==> src/rtl/spi_rd_pkg.sv <==
package spi_rd_pkg;

  localparam int OPC_W = 8;

  localparam logic [OPC_W-1:0] OP_READ = 8'h03;
  localparam logic [OPC_W-1:0] OP_FAST = 8'h0B;
  localparam logic [OPC_W-1:0] OP_DOUT = 8'h3B;
  localparam logic [OPC_W-1:0] OP_DIO  = 8'hBB;

  typedef enum logic [2:0] {
    ST_CMD   = 3'd0,
    ST_ADDR  = 3'd1,
    ST_DUMMY = 3'd2,
    ST_DATA  = 3'd3,
    ST_SKIP  = 3'd4
  } rd_state_e;

  function automatic logic op_known(input logic [OPC_W-1:0] op);
    return (op == OP_READ) || (op == OP_FAST) || (op == OP_DOUT) || (op == OP_DIO);
  endfunction

  function automatic logic op_dual_addr(input logic [OPC_W-1:0] op);
    return op == OP_DIO;
  endfunction

  function automatic logic op_dual_data(input logic [OPC_W-1:0] op);
    return (op == OP_DOUT) || (op == OP_DIO);
  endfunction

endpackage

==> src/rtl/spi_rd_edge.sv <==
module spi_rd_edge (
  input  logic clk,
  input  logic rst_n,
  input  logic sclk,
  input  logic cs_n,
  input  logic hold_n,
  output logic rise,
  output logic fall
);

  logic sclk_q;

  always_ff @(posedge clk) begin
    if (!rst_n) sclk_q <= 1'b0;
    else        sclk_q <= sclk;
  end

  // edges count only while selected and not paused
  logic live;
  assign live = !cs_n && hold_n;
  assign rise = live && sclk && !sclk_q;
  assign fall = live && !sclk && sclk_q;

endmodule

==> src/rtl/spi_rd_ctrl.sv <==
module spi_rd_ctrl
  import spi_rd_pkg::*;
#(
  parameter int ADDR_W      = 20,
  parameter int XFER_ADDR_W = 24,
  parameter int FAST_DUMMY  = 8,
  parameter int MODE_CLKS   = 4
) (
  input  logic              clk,
  input  logic              rst_n,
  input  logic              cs_n,
  input  logic              hold_n,
  input  logic              rise,
  input  logic              byte_load,
  input  logic [1:0]        sio_in,
  output rd_state_e         state_o,
  output logic              dual_data_o,
  output logic [ADDR_W-1:0] mem_addr_o
);

  localparam int MAX_A    = (XFER_ADDR_W > OPC_W) ? XFER_ADDR_W : OPC_W;
  localparam int MAX_B    = (FAST_DUMMY > MODE_CLKS) ? FAST_DUMMY : MODE_CLKS;
  localparam int MAX_CLKS = (MAX_A > MAX_B) ? MAX_A : MAX_B;
  localparam int CNT_W    = $clog2(MAX_CLKS + 1);

  rd_state_e              state_q;
  logic [CNT_W-1:0]       cnt_q;
  logic [OPC_W-1:0]       op_q;
  logic [XFER_ADDR_W-1:0] addr_q;

  // one or two new bits per clock; in two-line mode line 1 holds the higher bit
  function automatic logic [XFER_ADDR_W-1:0] shift_addr(
    input logic [XFER_ADDR_W-1:0] sr, input logic [1:0] d, input logic dual);
    return dual ? {sr[XFER_ADDR_W-3:0], d[1], d[0]} : {sr[XFER_ADDR_W-2:0], d[0]};
  endfunction

  logic [OPC_W-1:0] op_next;
  logic [CNT_W-1:0] addr_last;
  logic [CNT_W-1:0] wait_clks;
  logic [ADDR_W-1:0] addr_inc;

  assign op_next   = {op_q[OPC_W-2:0], sio_in[0]};
  assign addr_last = op_dual_addr(op_q) ? CNT_W'(XFER_ADDR_W / 2 - 1) : CNT_W'(XFER_ADDR_W - 1);
  assign addr_inc  = addr_q[ADDR_W-1:0] + 1'b1;

  always_comb begin
    case (op_q)
      OP_FAST, OP_DOUT: wait_clks = CNT_W'(FAST_DUMMY);
      OP_DIO:           wait_clks = CNT_W'(MODE_CLKS);
      default:          wait_clks = '0;
    endcase
  end

  always_ff @(posedge clk) begin
    if (!rst_n) begin
      state_q <= ST_CMD;
      cnt_q   <= '0;
      op_q    <= '0;
      addr_q  <= '0;
    end else if (cs_n) begin
      state_q <= ST_CMD;
      cnt_q   <= '0;
    end else if (rise) begin
      case (state_q)
        ST_CMD: begin
          op_q <= op_next;
          if (cnt_q == CNT_W'(OPC_W - 1)) begin
            cnt_q   <= '0;
            state_q <= op_known(op_next) ? ST_ADDR : ST_SKIP;
          end else begin
            cnt_q <= cnt_q + 1'b1;
          end
        end
        ST_ADDR: begin
          addr_q <= shift_addr(addr_q, sio_in, op_dual_addr(op_q));
          if (cnt_q == addr_last) begin
            cnt_q   <= '0;
            state_q <= (wait_clks == '0) ? ST_DATA : ST_DUMMY;
          end else begin
            cnt_q <= cnt_q + 1'b1;
          end
        end
        ST_DUMMY: begin
          if (cnt_q == wait_clks - 1'b1) begin
            cnt_q   <= '0;
            state_q <= ST_DATA;
          end else begin
            cnt_q <= cnt_q + 1'b1;
          end
        end
        default: ;
      endcase
    end else if (byte_load && state_q == ST_DATA) begin
      addr_q[ADDR_W-1:0] <= addr_inc;
    end
  end

  assign state_o     = state_q;
  assign dual_data_o = op_dual_data(op_q);
  assign mem_addr_o  = addr_q[ADDR_W-1:0];

  // a paused transfer keeps its place
  p_hold_freeze_r9: assert property (@(posedge clk) disable iff (!rst_n)
    (!cs_n && !hold_n) |=> ($stable(state_q) && $stable(cnt_q) && $stable(addr_q)));

  // deselect returns to a fresh opcode phase
  p_abort_r8: assert property (@(posedge clk) disable iff (!rst_n)
    cs_n |=> (state_q == ST_CMD && cnt_q == '0));

  // address wraps at the top of the space
  p_wrap_r6: assert property (@(posedge clk) disable iff (!rst_n)
    (byte_load && state_q == ST_DATA && addr_q[ADDR_W-1:0] == {ADDR_W{1'b1}})
      |=> addr_q[ADDR_W-1:0] == '0);

endmodule

==> src/rtl/spi_rd_tx.sv <==
module spi_rd_tx #(
  parameter int DATA_W = 8
) (
  input  logic              clk,
  input  logic              rst_n,
  input  logic              cs_n,
  input  logic              hold_n,
  input  logic              fall,
  input  logic              in_data,
  input  logic              dual,
  input  logic [DATA_W-1:0] rdata,
  output logic              byte_load,
  output logic [1:0]        sio_out,
  output logic [1:0]        sio_oe
);

  localparam int CNT_W = $clog2(DATA_W);

  logic [DATA_W-1:0] sr_q;
  logic [CNT_W-1:0]  cnt_q;
  logic              live_q;
  logic [1:0]        oe_q;
  logic [CNT_W-1:0]  per_last;

  assign per_last  = dual ? CNT_W'(DATA_W / 2 - 1) : CNT_W'(DATA_W - 1);
  assign byte_load = fall && in_data && (cnt_q == '0);

  always_ff @(posedge clk) begin
    if (!rst_n) begin
      sr_q   <= '0;
      cnt_q  <= '0;
      live_q <= 1'b0;
      oe_q   <= 2'b00;
    end else begin
      if (cs_n || !in_data) begin
        cnt_q  <= '0;
        live_q <= 1'b0;
      end else if (fall) begin
        if (cnt_q == '0) begin
          sr_q   <= rdata;
          cnt_q  <= per_last;
          live_q <= 1'b1;
        end else begin
          sr_q  <= dual ? (sr_q << 2) : (sr_q << 1);
          cnt_q <= cnt_q - 1'b1;
        end
      end
      oe_q <= (!cs_n && hold_n && in_data && (live_q || byte_load))
              ? (dual ? 2'b11 : 2'b10) : 2'b00;
    end
  end

  assign sio_out = {sr_q[DATA_W-1], dual ? sr_q[DATA_W-2] : 1'b0};
  assign sio_oe  = oe_q;

  // line 0 is never driven alone
  p_oe_shape_r4: assert property (@(posedge clk) disable iff (!rst_n)
    sio_oe != 2'b01);

  // pause floats the lines
  p_hold_hiz_r9: assert property (@(posedge clk) disable iff (!rst_n)
    !hold_n |=> sio_oe == 2'b00);

  // one fetch per byte
  p_single_fetch_r12: assert property (@(posedge clk) disable iff (!rst_n)
    byte_load |=> !byte_load);

endmodule

==> src/rtl/spi_flash_rd_front.sv <==
module spi_flash_rd_front
  import spi_rd_pkg::*;
#(
  parameter int ADDR_W      = 20,
  parameter int XFER_ADDR_W = 24,
  parameter int FAST_DUMMY  = 8,
  parameter int MODE_CLKS   = 4
) (
  input  logic              clk,
  input  logic              rst_n,
  input  logic              sclk,
  input  logic              cs_n,
  input  logic              hold_n,
  input  logic [1:0]        sio_in,
  output logic [1:0]        sio_out,
  output logic [1:0]        sio_oe,
  output logic [ADDR_W-1:0] mem_addr,
  output logic              mem_rd,
  input  logic [7:0]        mem_rdata
);

  logic      rise;
  logic      fall;
  logic      byte_load;
  logic      dual_data;
  rd_state_e state;

  spi_rd_edge edge_i (
    .clk(clk), .rst_n(rst_n), .sclk(sclk), .cs_n(cs_n), .hold_n(hold_n),
    .rise(rise), .fall(fall)
  );

  spi_rd_ctrl #(
    .ADDR_W(ADDR_W), .XFER_ADDR_W(XFER_ADDR_W),
    .FAST_DUMMY(FAST_DUMMY), .MODE_CLKS(MODE_CLKS)
  ) ctrl_i (
    .clk(clk), .rst_n(rst_n), .cs_n(cs_n), .hold_n(hold_n), .rise(rise),
    .byte_load(byte_load), .sio_in(sio_in), .state_o(state),
    .dual_data_o(dual_data), .mem_addr_o(mem_addr)
  );

  spi_rd_tx #(.DATA_W(8)) tx_i (
    .clk(clk), .rst_n(rst_n), .cs_n(cs_n), .hold_n(hold_n), .fall(fall),
    .in_data(state == ST_DATA), .dual(dual_data), .rdata(mem_rdata),
    .byte_load(byte_load), .sio_out(sio_out), .sio_oe(sio_oe)
  );

  assign mem_rd = byte_load;

  // nothing driven once deselected
  p_idle_hiz_r7: assert property (@(posedge clk) disable iff (!rst_n)
    cs_n |=> sio_oe == 2'b00);

  // nothing driven before the data phase
  p_quiet_phase_r7: assert property (@(posedge clk) disable iff (!rst_n)
    (state != ST_DATA) |-> sio_oe == 2'b00);

  // an unknown opcode never reads memory
  p_skip_silent_r10: assert property (@(posedge clk) disable iff (!rst_n)
    (state == ST_SKIP) |-> !mem_rd);

  // fetches only in the data phase
  p_rd_in_data_r12: assert property (@(posedge clk) disable iff (!rst_n)
    mem_rd |-> state == ST_DATA);

endmodule

==> config.mk <==
export PLATFORM = sky130hd
export DESIGN_NAME = spi_flash_rd_front
export DESIGN_NICKNAME = d
export VERILOG_FILES = /design/src/rtl/spi_rd_pkg.sv /design/src/rtl/spi_rd_edge.sv /design/src/rtl/spi_rd_ctrl.sv /design/src/rtl/spi_rd_tx.sv /design/src/rtl/spi_flash_rd_front.sv
export SDC_FILE = /design/constraint.sdc
export NUM_CORES = 1
export LEC_CHECK = 0
export BUFFER_PORTS_ARGS = -buffer_cell sky130_fd_sc_hd__buf_2
export CELL_PAD_IN_SITES_DETAIL_PLACEMENT = 0
export CELL_PAD_IN_SITES_GLOBAL_PLACEMENT = 1
export CORE_ASPECT_RATIO = 0.6
export CORE_MARGIN = 2
export CORE_UTILIZATION = 39
export DETAILED_ROUTE_END_ITERATION = 16
export GPL_ROUTABILITY_DRIVEN = 0
export HOLD_SLACK_MARGIN = 0.15
export PLACE_DENSITY = 0.77
export SLEW_MARGIN = 20
export SYNTH_ARGS = -nofsm -noshare
export SYNTH_HDL_FRONTEND = slang
export SYNTH_SLANG_ARGS = --single-unit
==> constraint.sdc <==
create_clock -name clk -period 2.8 [get_ports clk]
set_input_delay 0.42 -clock clk [delete_from_list [all_inputs] [get_ports clk]]
set_output_delay 0.42 -clock clk [all_outputs]
set_load 0.02 [all_outputs]
==> flow_metrics.tcl, run 1 <==
set metrics [dict create \
    status "finished, final reports clean" \
    start_kind "register" \
    setup_viol_count_final 0 \
    core_sq_um 7980 \
    post-route-util 0.469 \
    fmax_mhz 370 \
    io_pins 40 \
    postCtsSetupRepairBufs 0 \
    io_buffers 39 \
    yosysTopAreaCellShare 0.315 \
    yosys.area.top_type "dfxtp_1" \
    holdPathStages 2 \
    grtUsageTotal 0.199 \
    synth-edff-count 0 \
    syn_area_sq_um 3240 \
    cts.sinks 51 \
    period_needed_ns 2.70 \
    fp.dieH_microns 74.6 \
    relSlewSlack 0.569 \
    reg2reg_depth 8 \
    synth_top_family_by_area "simple AND/OR/NAND/NOR gates" \
    yosys-top-cells-area "dfxtp_1 32%, mux2i_1 5.9%, nand2_1 5.3%" \
    viasPerCell 5.78 \
    synth.most_common_cell "dfxtp_1" \
    grt_overflow_total 0 \
    cts_tree "built" \
    drive_gt1_frac 0.210 \
    slew_violations 0 \
    critical_path_class "register to register" \
    design_area_sq_um 3740 \
    critPathArrivalTime_ns 2.92 \
    wl_mm 8.77 \
    cts_buffers 5 \
    vias 3103 \
    place_area_sq_um 3540 \
    synth_xor_area_frac 0.00811 \
    grt_antenna_before_repair 0 \
    hpwlAfterDp_mm 6.01 \
    drtIter0Drc 273 \
    p_per_area_nw_per_um2 425 \
    ys.flop_type "dfxtp_1" \
    async_flop_share 0 \
    hold_path.startpoint "sclk" \
    initial_utilization 0.406 \
    leakagePower_nw 1.37 \
    nets 449 \
    worstMarginPinSlew_ns 0.646 \
    cts_root_buf "clkbuf_16" \
    max-vdd-ir-drop_mv 0.204 \
    syn_nets 417 \
    diodes 0 \
    muxShareOfSynthArea 0.0692 \
    synthDistinctLibCells 71 \
    reg2reg_slack_ns 0.1 \
    finalHoldViolCount 0 \
    die_area_sq_um 9070 \
    rows 25 \
    timing.rr.start "ctrl_i.op_q[6]" \
    clock_tree.buffer_depth 2 \
    clkLatencyLatePin_ns 0.30 \
    clkTransAtPathRegs_ns 0.07 \
    ctsHtreeMaxLevel 2 \
    die_width_microns 122 \
    crit_path_end_kind "register" \
    synth-seq-cells 51 \
    avgRoutedWirePerCell_microns 16.3 \
    skew_ns 0.00810 \
    r2r-end "ctrl_i.state_o[0]" \
    crit_required_ns 3.02 \
    syn_avg_cell_area_sq_um 8.18 \
    syn_inst 396 \
    fin_crit_sh 0.965 \
    synth_adder_area_share 0.0232 \
    synth-simple-area-share 0.267 \
    area_growth_pct 15.5 \
    drtAntennaViolNets 0 \
    drtPass1Iterations 4 \
    grt_pass1_wl_mm 14.3 \
    yosysWarningCount 0 \
    grt_pass1_vias 2823 \
    critPathMaxFanout 6 \
    drcViolationCount 0 \
    cap_violations 0 \
    synth_seq_area_share 0.315 \
    cts_hold_buffers 0 \
    grt_start_max_net_pins 41 \
    min_to "edge_i.sclk_q" \
    synth-compound-area-share 0.262 \
    hp-class "input port to register" \
    synth_commonest_cells "51 x dfxtp_1, 46 x nand2_1, 27 x nor2_1, 22 x o21ai_0, 21 x a21oi_1" \
]
==> final cells by class <==
| type | instances | area [sq um] |
|---|---|---|
| clock buffers | 6 | 129 |
| clock inverters | 2 | 60.1 |
| fillers | 781 | 4240 |
| well taps | 108 | 135 |
| repair buffers | 55 | 315 |
| flip-flops and latches | 51 | 1020 |
| inverters | 8 | 30.0 |
| multi-input cells | 307 | 2050 |
==> state kept, by name (all words and copies together), names as in the netlist, 2 cells and up <==
signal / count
ctrl_i.addr_q: 20
ctrl_i.op_q: 8
tx_i.sr_q: 8
ctrl_i.cnt_q: 5
ctrl_i.state_o: 3
tx_i.cnt_q: 3
tx_i.sio_oe: 2
==> report_power, final <==
group	switching, mW	internal, mW	leakage [nW]
Clock	0.283	0.513	0.0911
Combinational	0.0388	0.0258	0.863
Sequential	0.00103	0.726	0.411
==> worst max path at each step <==
stage                   start                end  slack, ns  cells after the start
2_1_floorplan  ctrl_i.op_q[4]  ctrl_i.state_o[0]       0.02                     12
3_3_place_gp   ctrl_i.op_q[6]  ctrl_i.state_o[0]       0.12                      8
3_5_place_dp   ctrl_i.op_q[6]  ctrl_i.state_o[0]       0.05                      8
4_1_cts        ctrl_i.op_q[6]  ctrl_i.state_o[0]      0.009                      8
5_1_grt        ctrl_i.op_q[6]  ctrl_i.state_o[0]     -0.004                      8
6_report       ctrl_i.op_q[6]  ctrl_i.state_o[0]        0.1                      8
==> what timing repair did <==
| action | 4_1_cts | 5_1_grt |
|---|---|---|
| setup endpoints to repair | 0 | 5 |
| gates resized for setup | 0 | 3 |
| endpoints found under the hold margin | 0 | 0 |
==> cell families (layout without fill, tap and decap cells) <==
group / after synthesis / count (layout)
muxes: 22 / 22
DFF: 51 / 51
AOI/OAI and AO/OA: 118 / 118
buffers and inverters: 38 / 71
adders and majority gates: 6 / 6
xor gates and xnor gates: 3 / 3
and+or+nand+nor: 158 / 158
==> critical path: stages (launching register included) <==
cell and delay [ns]:
dfxtp_1 0.36, nand4b_1 0.22, or4_1 0.55, ha_1 0.22
or3b_1 0.36, o221ai_2 0.27, a21oi_2 0.12, a2111oi_4 0.29
mux2i_1 0.23
==> layout by cell type (no fill, tap or decap), types with 6 or more instances in the layout <==
cell type,n
a31o_2,7
dfxtp_1,51
nor2b_1,10
inv_1,7
nor3_1,8
nand3_1,16
ha_1,6
buf_4,16
a211oi_1,7
nor2_1,27
o221a_2,6
a31oi_1,11
mux2i_1,19
a21boi_0,6
nand2_1,45
buf_2,39
a21oi_1,21
o21ai_0,22
==> through the flow <==
step | setup slack, ns | hold slack, ns | std cells | TNS, ns | total power [mW]
3_5_place_dp | 0.0499 | 0.464 | 529 | 0 | 0.808
6_report | 0.0984 | 0.378 | 537 | 0 | 1.59
3_3_place_gp | 0.122 | 0.453 | 529 | 0 | 0.808
4_1_cts | 0.00907 | 0.377 | 537 | 0 | 1.61
5_1_grt | -0.00397 | 0.388 | 537 | -0.00397 | 1.64
2_1_floorplan | 0.0240 | 0.439 | 396 | 0 | 0.784
==> layer usage <==
| layer | vias to the layer above | GRT usage | wire length, microns |
|---|---|---|---|
| li1 | 1550 | - | - |
| met1 | 1455 | 0.306 | 4710 |
| met2 | 89 | 0.277 | 3480 |
| met3 | 9 | 0.0422 | 475 |
| met4 | 0 | 0.0562 | 106 |
| met5 | - | 0 | 0 |
No activity file was read; power rests on OpenSTA's default activity.
==> run 2: changes to the inputs <==
--- a/config.mk
+++ b/config.mk
@@ -8,7 +8,6 @@
 export BUFFER_PORTS_ARGS = -buffer_cell sky130_fd_sc_hd__buf_2
 export CELL_PAD_IN_SITES_DETAIL_PLACEMENT = 0
 export CELL_PAD_IN_SITES_GLOBAL_PLACEMENT = 1
-export CORE_ASPECT_RATIO = 0.6
 export CORE_MARGIN = 2
 export CORE_UTILIZATION = 39
 export DETAILED_ROUTE_END_ITERATION = 16
@@ -19,3 +18,4 @@
 export SYNTH_ARGS = -nofsm -noshare
 export SYNTH_HDL_FRONTEND = slang
 export SYNTH_SLANG_ARGS = --single-unit
+export TNS_END_PERCENT = 1
==> flow_metrics.tcl, run 2 (synthesis results as in run 1) <==
set metrics [dict create \
    status "finished, final reports clean" \
    crit_required_ns 3.00 \
    clock_tree.buffer_depth 2 \
    core_sq_um 8130 \
    final_cell_mix "50 x dfxtp_1, 46 x nand2_1, 39 x buf_2, 27 x nor2_1, 22 x o21ai_0" \
    fmax_mhz 388 \
    dp.cells 524 \
    cpMaxStageDelayCell "or4_1" \
    hp-class "input port to register" \
    drcViolationCount 0 \
    period_needed_ns 2.57 \
    critPathTopFamily "simple AND/OR/NAND/NOR gates" \
    crit_chain "nand4b_1 > or4_1 > ha_1 > xnor2_1 > o221ai_1 > nand2_1 > o311ai_1 > a31oi_1" \
    seqPwrFrac 0.594 \
    p_int_uw 927 \
    place_area_sq_um 3520 \
    fin_crit_sh 0.919 \
    vias 3031 \
    cts_hold_buffers 0 \
    cts_tree "built" \
    netSwitchingFraction 0.243 \
    grt_antenna_before_repair 0 \
    clkTransAtPathRegs_ns 0.10 \
    skew_ns 0.0120 \
    avgRoutedWirePerCell_microns 15.3 \
    nets 447 \
    wl_mm 8.15 \
    finalHoldViolCount 0 \
    max-vdd-ir-drop_mv 0.191 \
    grtUsageTotal 0.186 \
    grt_overflow_total 0 \
    cts.sinks 51 \
    io_buffers 39 \
    critPathArrivalTime_ns 2.77 \
    worstMarginPinSlew_ns 0.619 \
    ctsHtreeMaxLevel 2 \
    critical_path_class "register to register" \
    critPathMaxFanout 6 \
    setup_viol_count_final 0 \
    largest_reg_flops 20 \
    rsz0062_at_grt "no" \
    final-instance-count-excl-fill 532 \
    hpwlAfterDp_mm 5.63 \
    fill_cells 823 \
    diodes 0 \
    rows 33 \
    io_pins 40 \
    initial_utilization 0.398 \
    postCtsSetupRepairBufs 0 \
    drtAntennaViolNets 0 \
    drtPass1Iterations 4 \
    final_common_cell "dfxtp_1" \
    reg_top3 "ctrl_i.addr_q: 20 flops, ctrl_i.op_q: 8 flops, tx_i.sr_q: 8 flops" \
    slew_violations 0 \
    pwr-share-clk 0.355 \
    fp.dieH_microns 95.1 \
    power.total_mw 1.23 \
    drive_gt1_frac 0.204 \
    cts_resized 0 \
    start_kind "register" \
    cts_buffers 5 \
    cap_violations 0 \
    leakagePower_nw 1.30 \
    grt_pass1_wl_mm 13.6 \
    relSlewSlack 0.587 \
    grt_pass1_vias 2793 \
    p_comb_frac 0.051 \
    p_per_area_nw_per_um2 340 \
    area_growth_pct 11.5 \
    top_register "ctrl_i.addr_q" \
    p_switching_uw 298 \
    cts_root_buf "clkbuf_8" \
    slowest_delay_ns 0.52 \
    design_area_sq_um 3610 \
    path_buf_inv 0 \
    crit_path_end_kind "register" \
    finalSetupTns_ns 0 \
    viasPerCell 5.70 \
    clkLatencyLatePin_ns 0.31 \
    die_area_sq_um 9050 \
    die_width_microns 95.1 \
    drtIter0Drc 172 \
    grt_start_max_net_pins 41 \
]
[run 2: cell types whose count changed in the layout (fill, tap and decap cells not counted), moves of 2 or more]
| cell | change |
|---|---|
| clkbuf_8 | +5 |
| bufinv_16 | -2 |
| clkbuf_16 | -5 |
| buf_4 | -2 |
[run 2: per-stage QoR]
stage / util / hold WS (ns) / setup WS [ns]
4_1_cts: 0.444 / 0.354 / 0.0699
6_report: 0.444 / 0.369 / 0.226
3_3_place_gp: 0.433 / 0.465 / 0.175
5_1_grt: 0.444 / 0.361 / 0.0118
3_5_place_dp: 0.433 / 0.469 / 0.0928
2_1_floorplan: - / 0.439 / 0.0240
[run 2: layer usage]
layer | vias to the layer above | routed length (microns) | track usage
li1 | 1539 | - | -
met2 | 50 | 3760 | 0.305
met4 | 0 | 92 | 0.0447
met1 | 1436 | 3980 | 0.254
met5 | - | 0 | 0
met3 | 6 | 316 | 0.0332
[run 2: path summary, 6_finish.rpt]
| check | slack (ns) | cells past startpoint | from | end |
|---|---|---|---|---|
| worst max-delay path | 0.23 | 8 | ctrl_i.op_q[6] | ctrl_i.cnt_q[3] |
| worst min-delay path | 0.37 | 2 | sclk | edge_i.sclk_q |
| worst max register to register | 0.23 | 8 | ctrl_i.op_q[6] | ctrl_i.cnt_q[3] |
| worst min register to register | 0.48 | 2 | ctrl_i.cnt_q[1] | ctrl_i.cnt_q[1] |
[run 2: final cells by class]
cell class,instances,area (sq um),area share
Clock inverter,2,12.5,0.00347
Sequential cell,51,1020,0.283
Timing Repair Buffer,53,300,0.0832
Inverter,8,30.0,0.00832
Multi-Input combinational cell,307,2040,0.565
Clock buffer,6,72.6,0.0201
Tap cell,105,131,0.0364
[run 2: worst register-to-register path, stage by stage, from the launching register on]
cell and delay (ns):
dfxtp_1 0.36, nand4b_1 0.19, or4_1 0.52, ha_1 0.31, xnor2_1 0.16, o221ai_1 0.33
nand2_1 0.20, o311ai_1 0.30, a31oi_1 0.12
[run 2: power groups by stage]
stage,Sequential [mW],Combinational (mW),Clock [mW]
after floorplan,0.744,0.0394,0
after global placement,0.744,0.0616,0
after detailed placement,0.745,0.0622,0
after CTS,0.728,0.0625,0.451
after global routing,0.729,0.0691,0.474
final,0.728,0.0631,0.435
